--- config.mk ---
export PLATFORM = sky130hd
export DESIGN_NAME = flash_cmd_seq
export DESIGN_NICKNAME = d
export VERILOG_FILES = /design/src/rtl/fcs_pkg.sv /design/src/rtl/fcs_array.sv /design/src/rtl/fcs_status.sv /design/src/rtl/fcs_seq.sv /design/src/rtl/flash_cmd_seq.sv
export SDC_FILE = /design/constraint.sdc
export NUM_CORES = 1
export LEC_CHECK = 0
export CAP_MARGIN = 20
export CORE_MARGIN = 3
export CORE_UTILIZATION = 35
export DETAILED_ROUTE_END_ITERATION = 8
export DONT_BUFFER_PORTS = 1
export GPL_TIMING_DRIVEN = 0
export PLACE_DENSITY_LB_ADDON = 0.1
export SYNTH_ARGS = -nofsm -noshare
export SYNTH_HDL_FRONTEND = slang
export SYNTH_HIERARCHICAL = 1
export SYNTH_SLANG_ARGS = --single-unit
--- constraint.sdc ---
create_clock -name clk -period 4.05 [get_ports clk]
set_input_delay 0.6075 -clock clk [delete_from_list [all_inputs] [get_ports clk]]
set_output_delay 0.6075 -clock clk [all_outputs]
set_load 0.01 [all_outputs]
--- src/rtl/fcs_pkg.sv ---
package fcs_pkg;

    localparam logic [7:0] CMD_READ_ARRAY  = 8'hFF;
    localparam logic [7:0] CMD_READ_STATUS = 8'h70;
    localparam logic [7:0] CMD_CLEAR_ERR   = 8'h50;
    localparam logic [7:0] CMD_PROGRAM     = 8'h40;
    localparam logic [7:0] CMD_ERASE       = 8'h20;
    localparam logic [7:0] CMD_CONFIRM     = 8'hD0;

    typedef enum logic [1:0] {
        SQ_IDLE,
        SQ_PROG_ARM,
        SQ_ERASE_ARM,
        SQ_BUSY
    } seq_state_t;

    typedef enum logic {
        RM_ARRAY,
        RM_STATUS
    } read_mode_t;

    typedef enum logic {
        OP_PROGRAM,
        OP_ERASE
    } flash_op_t;

    typedef struct packed {
        logic ready;
        logic erase_err;
        logic prog_err;
    } status_t;

    function automatic logic [7:0] status_byte(status_t s);
        return {s.ready, 1'b0, s.erase_err, s.prog_err, 4'b0000};
    endfunction

endpackage

--- src/rtl/fcs_array.sv ---
module fcs_array
    import fcs_pkg::*;
#(
    parameter int IDX_W     = 5,
    parameter int BLK_LOG   = 3,
    parameter int OP_CYCLES = 4
) (
    input  logic             clk,
    input  logic             rst,
    input  logic             req_valid,
    input  flash_op_t        req_op,
    input  logic [IDX_W-1:0] req_idx,
    input  logic [15:0]      req_data,
    input  logic [IDX_W-1:0] rd_idx,
    output logic [15:0]      rd_word,
    output logic             op_done
);
    localparam int WORDS = 1 << IDX_W;
    localparam int CNT_W = $clog2(OP_CYCLES + 1);

    logic [15:0]      mem [WORDS];
    logic [CNT_W-1:0] cnt_q;
    flash_op_t        op_q;
    logic [IDX_W-1:0] idx_q;
    logic [15:0]      data_q;

    assign op_done = (cnt_q == CNT_W'(1));
    assign rd_word = mem[rd_idx];

    always_ff @(posedge clk) begin
        if (rst) begin
            cnt_q  <= '0;
            op_q   <= OP_PROGRAM;
            idx_q  <= '0;
            data_q <= '0;
            for (int i = 0; i < WORDS; i++) mem[i] <= 16'hFFFF;
        end else if (req_valid) begin
            cnt_q  <= CNT_W'(OP_CYCLES);
            op_q   <= req_op;
            idx_q  <= req_idx;
            data_q <= req_data;
        end else if (cnt_q != '0) begin
            cnt_q <= cnt_q - CNT_W'(1);
            if (op_done) begin
                if (op_q == OP_PROGRAM) begin
                    mem[idx_q] <= mem[idx_q] & data_q;
                end else begin
                    for (int i = 0; i < WORDS; i++) begin
                        if ((IDX_W'(i) >> BLK_LOG) == (idx_q >> BLK_LOG))
                            mem[i] <= 16'hFFFF;
                    end
                end
            end
        end
    end
endmodule

--- src/rtl/fcs_status.sv ---
module fcs_status
    import fcs_pkg::*;
(
    input  logic    clk,
    input  logic    rst,
    input  logic    busy,
    input  logic    clear_err,
    input  logic    seq_err,
    output status_t st
);
    logic erase_err_q;
    logic prog_err_q;

    always_ff @(posedge clk) begin
        if (rst) begin
            erase_err_q <= 1'b0;
            prog_err_q  <= 1'b0;
        end else if (clear_err) begin
            erase_err_q <= 1'b0;
            prog_err_q  <= 1'b0;
        end else if (seq_err) begin
            erase_err_q <= 1'b1;
            prog_err_q  <= 1'b1;
        end
    end

    assign st = '{ready: !busy, erase_err: erase_err_q, prog_err: prog_err_q};
endmodule

--- src/rtl/fcs_seq.sv ---
module fcs_seq
    import fcs_pkg::*;
(
    input  logic        clk,
    input  logic        rst,
    input  logic        wr,
    input  logic        addr_even,
    input  logic [7:0]  cmd,
    input  logic        op_done,
    output seq_state_t  state,
    output read_mode_t  mode,
    output logic        req_valid,
    output flash_op_t   req_op,
    output logic        clear_err,
    output logic        seq_err
);
    logic accept;

    assign accept    = wr && addr_even;
    assign req_valid = accept && ((state == SQ_PROG_ARM) ||
                                  (state == SQ_ERASE_ARM && cmd == CMD_CONFIRM));
    assign req_op    = (state == SQ_ERASE_ARM) ? OP_ERASE : OP_PROGRAM;
    assign clear_err = accept && state == SQ_IDLE && cmd == CMD_CLEAR_ERR;
    assign seq_err   = accept && state == SQ_ERASE_ARM && cmd != CMD_CONFIRM;

    always_ff @(posedge clk) begin
        if (rst) begin
            state <= SQ_IDLE;
            mode  <= RM_ARRAY;
        end else begin
            unique case (state)
                SQ_IDLE: if (accept) begin
                    case (cmd)
                        CMD_READ_ARRAY:  mode  <= RM_ARRAY;
                        CMD_READ_STATUS: mode  <= RM_STATUS;
                        CMD_PROGRAM:     state <= SQ_PROG_ARM;
                        CMD_ERASE:       state <= SQ_ERASE_ARM;
                        default: ;
                    endcase
                end
                SQ_PROG_ARM: if (accept) begin
                    state <= SQ_BUSY;
                    mode  <= RM_STATUS;
                end
                SQ_ERASE_ARM: if (accept) begin
                    mode  <= RM_STATUS;
                    state <= (cmd == CMD_CONFIRM) ? SQ_BUSY : SQ_IDLE;
                end
                SQ_BUSY: if (op_done) state <= SQ_IDLE;
                default: state <= SQ_IDLE;
            endcase
        end
    end
endmodule

--- src/rtl/flash_cmd_seq.sv ---
module flash_cmd_seq
    import fcs_pkg::*;
#(
    parameter int ADDR_W    = 6,
    parameter int BLK_LOG   = 3,
    parameter int OP_CYCLES = 4
) (
    input  logic              clk,
    input  logic              rst,
    input  logic [ADDR_W-1:0] bus_addr,
    input  logic [15:0]       bus_wdata,
    input  logic              bus_wr,
    input  logic              bus_rd,
    output logic [15:0]       bus_rdata
);
    localparam int IDX_W = ADDR_W - 1;

    seq_state_t       seq_state;
    read_mode_t       mode;
    status_t          st;
    flash_op_t        req_op;
    logic             req_valid;
    logic             clear_err;
    logic             seq_err;
    logic             op_done;
    logic [15:0]      rd_word;
    logic [IDX_W-1:0] word_idx;
    logic [15:0]      rdata_q;

    assign word_idx = bus_addr[ADDR_W-1:1];

    fcs_seq u_seq (
        .clk       (clk),
        .rst       (rst),
        .wr        (bus_wr),
        .addr_even (!bus_addr[0]),
        .cmd       (bus_wdata[7:0]),
        .op_done   (op_done),
        .state     (seq_state),
        .mode      (mode),
        .req_valid (req_valid),
        .req_op    (req_op),
        .clear_err (clear_err),
        .seq_err   (seq_err)
    );

    fcs_status u_status (
        .clk       (clk),
        .rst       (rst),
        .busy      (seq_state == SQ_BUSY),
        .clear_err (clear_err),
        .seq_err   (seq_err),
        .st        (st)
    );

    fcs_array #(
        .IDX_W     (IDX_W),
        .BLK_LOG   (BLK_LOG),
        .OP_CYCLES (OP_CYCLES)
    ) u_array (
        .clk       (clk),
        .rst       (rst),
        .req_valid (req_valid),
        .req_op    (req_op),
        .req_idx   (word_idx),
        .req_data  (bus_wdata),
        .rd_idx    (word_idx),
        .rd_word   (rd_word),
        .op_done   (op_done)
    );

    always_ff @(posedge clk) begin
        if (rst) begin
            rdata_q <= '0;
        end else if (bus_rd) begin
            rdata_q <= (mode == RM_ARRAY) ? rd_word : {8'h00, status_byte(st)};
        end
    end

    assign bus_rdata = rdata_q;
endmodule

; After elaboration in Yosys (flattened, before gate mapping)
; Memory sizes are Yosys's and may differ from the RTL's. A register that Yosys moved wholly into a read port is not among the register bits.
; Cells that the tools add are included.
[op_classes]
n_mux = 88
bitwise_logic = 33
n_eq_ne = 21
addsub = 1
reduce_logical = 21
[ops]
columns = operator, n
row1 = 16-bit 2-to-1 mux, 34
row2 = 1-bit 2-to-1 mux, 40
row3 = 1-bit OR, 32
row4 = 8-bit by 7-bit == test with 1-bit output (second input constant), 3
row5 = 16-bit bitwise AND, 1
row6 = 8-bit == test (second input constant), 2
row7 = 16-bit OR reduction, 1
row8 = 5-bit 2-to-1 mux, 3
row9 = 2-bit 2-to-1 mux, 5
row10 = 8-bit by 6-bit == test with 1-bit output (second input constant), 1
row11 = 2-bit by 1-bit != test with 1-bit output (second input constant), 4
row12 = 8-bit != test (second input constant), 1
row13 = 2-bit one-hot mux with 4 select lines, 1
row14 = 1-bit logical AND, 7
row15 = 3-bit 2-to-1 mux, 2
row16 = 3-bit != test (second input constant), 2
row17 = 2-bit OR reduction, 3
row18 = 5-bit logical NOT, 1
row19 = 5-bit AND reduction, 1
row20 = 2-bit == test (first input constant), 2
row21 = 2-bit == test (second input constant), 2
row22 = 1-bit one-hot mux with 2 select lines, 2
row23 = 2-bit one-hot mux with 2 select lines, 1
row24 = 4-bit AND reduction, 1
row25 = 10 further kinds, 12
[totals]
ram_bits = 512
memories = 1
reg_bits = 45
word_cells = 174
output_inout_bits = 16
in_bits = 26
[mem_list]
columns = name, depth, width, read_ports, rd_ports_with_merged_regs, write_ports, line
row1 = u_array.mem, 32, 16, 2, 1, 32, fcs_array.sv:21  ; logic [15:0] mem [WORDS];

; Longest topological paths before layout
[depth]
word_depth = 10
depth_mapped = 12
ltp_nobuf = 8

; Modules after synthesis
; Netlist, hierarchy kept.
[modules_own_cells]
columns = module, area_per_inst_um2, n_inst, seq_area_each_um2, cells_each
row1 = fcs_array, 28059.4, 1, 15975.3, 1952
row2 = flash_cmd_seq, 732.0, 1, 320.3, 73
row3 = fcs_seq, 369.1, 1, 60.1, 47
row4 = fcs_status, 52.6, 1, 20.0, 6

; Least setup slack after synthesis
; OpenSTA, ideal clock, no wires.
[synth_timing]
path_kind = in2reg
start = input bus_wdata[0]
end = memory u_array.mem[5][0], enable pin
cell_stages = 10
required_ns = 3.639
n_path_buf = 3
setup_slack_ns = 0.152
setup_ns = 0.411
arrival_ns = 3.487
path_cell_list = or4_1 > buf_2 > nor2_1 > a21oi_1 > nor2_1 > clkbuf_1 > nor4_4 > nand3b_4 > buf_6 > o21ai_0
[synth_rtl]
columns = item, line
row1 = start: declaration, flash_cmd_seq.sv:11  ; input logic [15:0] bus_wdata,
row2 = end: declaration, fcs_array.sv:21

==> summary.md <==
| Metric | Value |
|---|---|
| Status | complete, no violations |
| Clock transition at the register clock pins on the worst setup and hold paths after CTS | 0.06 ns |
| Yosys warns | 6 |
| Xor/xnor cell area share of the yosys netlist | 0.05996% |
| Cell at the root of the clock tree | sky130_fd_sc_hd__clkbuf_16 |
| Fraction of the mapped netlist area in compound gates | 4.446% |
| Starting density of the core | between 30% and 40% |
| Post-DRT Antenna Nets | 0 |
| Number of enable-type register cells in the synthesized netlist | 512 |
| Leading cell type in the layout, fill and taps excluded | sky130_fd_sc_hd__nand2_1 |
| CP max FO | 16 |
| Routed len/inst | about 31 microns |
| Remaining global-route overflow | 0 |
| Kind of critical path | reg -> reg |
| Worst Path Required | 4.26 ns |
| Kind of start point of the critical path | flop |
| Die height | 294.9 microns |
| Max transition margin | 23.99% |
| Share of cell area taken by muxes after synthesis | 24.19% |
| Seq/Total Area, Yosys | about 56% |
| Total number of vias | 18850 |
| Slowest cell on the critical path | sky130_fd_sc_hd__nor4_4 |
| Die W | 294.9 microns |
| Layout cells sized above 1 | 26.93% |
| Number of cell instances on the worst register-to-register path | 9 |
| Number of nets in the layout | approximately 2200 |
| Simple-gate share of the synthesized area | a little over a tenth |
| Final weighted congestion in routability-driven placement | 0.8522 |
| Number of endpoints with negative hold slack in the final report | 0 |
| Register bit total from synthesis | 562 |
| Final standard cell area without fillers | 0.03337 sq mm |
| Detailed Route WL | 103.0 mm |
| Areal power density over the cells | 408.9 mW/mm^2 |
| WP data arrival | 4.02 ns |
| Maximum clock skew at final layout | 0.01717 ns |
| Min Clock Period, post-route | 3.805 ns |
| Most frequent cells in the layout | sky130_fd_sc_hd__nand2_1 (562), sky130_fd_sc_hd__edfxtp_1 (512), sky130_fd_sc_hd__mux4_2 (224) |
| Number of buffers inserted during clock tree synthesis | 68 |
| Final routed DRC violation total | 0 |
| Post-Place Cell Area | about 0.031 sq mm |
| Leading register cell type out of synthesis | sky130_fd_sc_hd__edfxtp_1 |
| Pin count of the biggest net entering global routing | 17 |
| Max Clk Rate | 262.8 MHz |
| Leakage power | around 8.4 nW |
| H-Tree Level Count | 3 |
| Transition time of the tightest slew-check pin | between 1 and 1.5 ns |
| First DRT Iteration DRCs | 2033 |
| Per-cell via count in the routed design | about 5.7 |
| HPWL after DPL | 80.37 mm |
| Area overhead of the layout relative to synthesis | 14.22% |
| Worst min-delay path class | in -> reg |
| Final count of negative-setup-slack endpoints | 0 |
| Proportion of register bits with asynchronous set or reset after synthesis | 0% |
| Maximum resistive drop on vdd | 0.2818 mV |
| Area of the die | 0.08697 sq mm |
| Num rows | 105 |
| Delay contributed by the slowest stage of the critical path | ~0.73 ns |
| Final Slew Violations | 0 |
| TritonCTS clock tree | yes |
| # port buffers | 0 |
| Share of the clock period used by the worst path after layout | 93.94% |
| Global-route wire length before repair | 145.1 mm |
| Number of placed I/O pins | 42 |
| Hold_buf cts | 0 |
| Smallest hold slack | 0.07738 ns |
| Number of iterations in the first detailed-routing pass | 5 |
| Vias in the first global route | 19020 |
| Buffer levels on the longest clock path | 3 |
| Number of antenna violations at the first check in global routing | 3 |
| Endpoint type of the worst setup path | flop |
| Yosys cell types | 57 |
| Main combinational cell family by area after synthesis | multiplexers |
| Final core utilization | 40.51% |
| Total GRT Usage | between 20% and 30% |
| Area of the mapped netlist | 0.02921 sq mm |
| CP cell instances | inv_1, ha_1, a21oi_1, nor2_1, clkbuf_1, nor4_4, nand3_4, buf_6, o21ai_2 |
| Number of cells produced by synthesis | 2078 |
| Unrepaired setup endpoints after global routing | false |
| Clock latency reported for the late side of the worst-skew pair | roughly 0.60 ns |
| Mean Syn Cell Area | 14.06 sq um |
| Floorplan Core Area | ~0.082 sq mm |
| Synthesized netlist net count | ~2100 |
| Synthesized-area fraction occupied by adder cells | less than 1% |
| Worst setup margin | 0.2454 ns |
| Number of clock sinks | about 560 |
| Hold Path Cell Cnt | 1 |
| Worst setup slack after placement | -0.5642 ns |
| Max cap viols | 0 |
-- power breakdown --
group	total, mW	switching, mW	leakage (nW)	internal (mW)
Clock	5.90	2.42	1.03	3.48
Sequential	6.44	0.0672	3.88	6.38
Combinational	1.30	0.858	3.45	0.440
Total	13.6	3.35	8.36	10.3
-- worst max-delay path: cells and delay by family, from the launching register on --
kind	cells	cell delay, ns
adders and majority gates	1	0.27
and+or+nand+nor	3	1.09
buffers and inverters	3	0.75
AOI/OAI and AO/OA	2	0.88
DFF	1	0.41
-- final cells by class --
cell class / instances / area, sq um
diodes: 1 / 2.502
plain buffers: 195 / 1236
clock buffers: 96 / 1961
clock inverters: 21 / 148.9
fillers: 7650 / 49010
inverters: 8 / 30.03
multi-input cells: 1313 / 11710
flip-flops and latches: 562 / 16380
well taps: 1070 / 1339
repair buffers: 37 / 566.8
-- worst paths after layout --
| kind | endpoint | slack [ns] | start |
|---|---|---|---|
| worst min register to register | bus_rdata[8] | 0.52 | bus_rdata[8] |
| worst max register to register | u_array/mem[11][10] | 0.25 | u_seq/state[0] |
| worst max-delay path | u_array/mem[11][10] | 0.25 | u_seq/state[0] |
| worst min-delay path | u_status/prog_err_q | 0.08 | rst |
-- metal layers --
| metal | global-route usage, % | share of wire, % | vias up |
|---|---|---|---|
| met1 | 32.99 | 43 | 9885 |
| met5 | 0 | 0.0087 | - |
| met3 | 4.069 | 7.1 | 134 |
| met2 | 39.32 | 48 | 732 |
| met4 | 5.501 | 2.3 | 2 |
| li1 | - | - | 8094 |
-- timing repair --
item / CTS / global route
endpoints found under the setup margin: 0 / 21
setup buffers: 0 / 0
resized for setup: 0 / 2
-- synthesized netlist by cell type, drive strengths merged (18+ instances only) --
library cell | n | share of area, %
a21oi | 25 | 0.48
a22o | 32 | 0.96
buf | 148 | 3.6
clkbuf | 47 | 0.60
dfxtp | 50 | 3.4
edfxtp | 512 | 53
mux2i | 184 | 6.3
mux4 | 224 | 17
nand2 | 564 | 7.3
nand2b | 18 | 0.39
nor2 | 77 | 1.4
o21ai | 48 | 0.82
-- registers in the layout (all words and copies together) (netlist names), named ones only --
signal	cells
u_array/data_q	16
u_array/mem	512
u_seq/mode	1
u_array/op_q	1
u_array/idx_q	5
u_array/cnt_q	3
u_seq/state	2
u_status/prog_err_q	1
bus_rdata	16
-- metrics by stage --
step	TNS, ns	total power, mW	std cells
after floorplan	0	7.347	2078
after global placement	-743.86	7.787	3148
after detailed placement	-96.87	7.853	3182
after CTS	0	13.76	3299
after global routing	0	14.07	3302
final	0	13.64	3303
-- cells by family (layout without fill, tap and decap cells) --
family	Yosys count	count (layout)
simple gates	710	710
flops	562	562
mux	424	424
buf+inv	203	357
compound gates	169	169
fa+ha+maj	8	8
xor+xnor	2	2
other cells	0	1
Note: power is estimated with default switching activity, not from simulation.
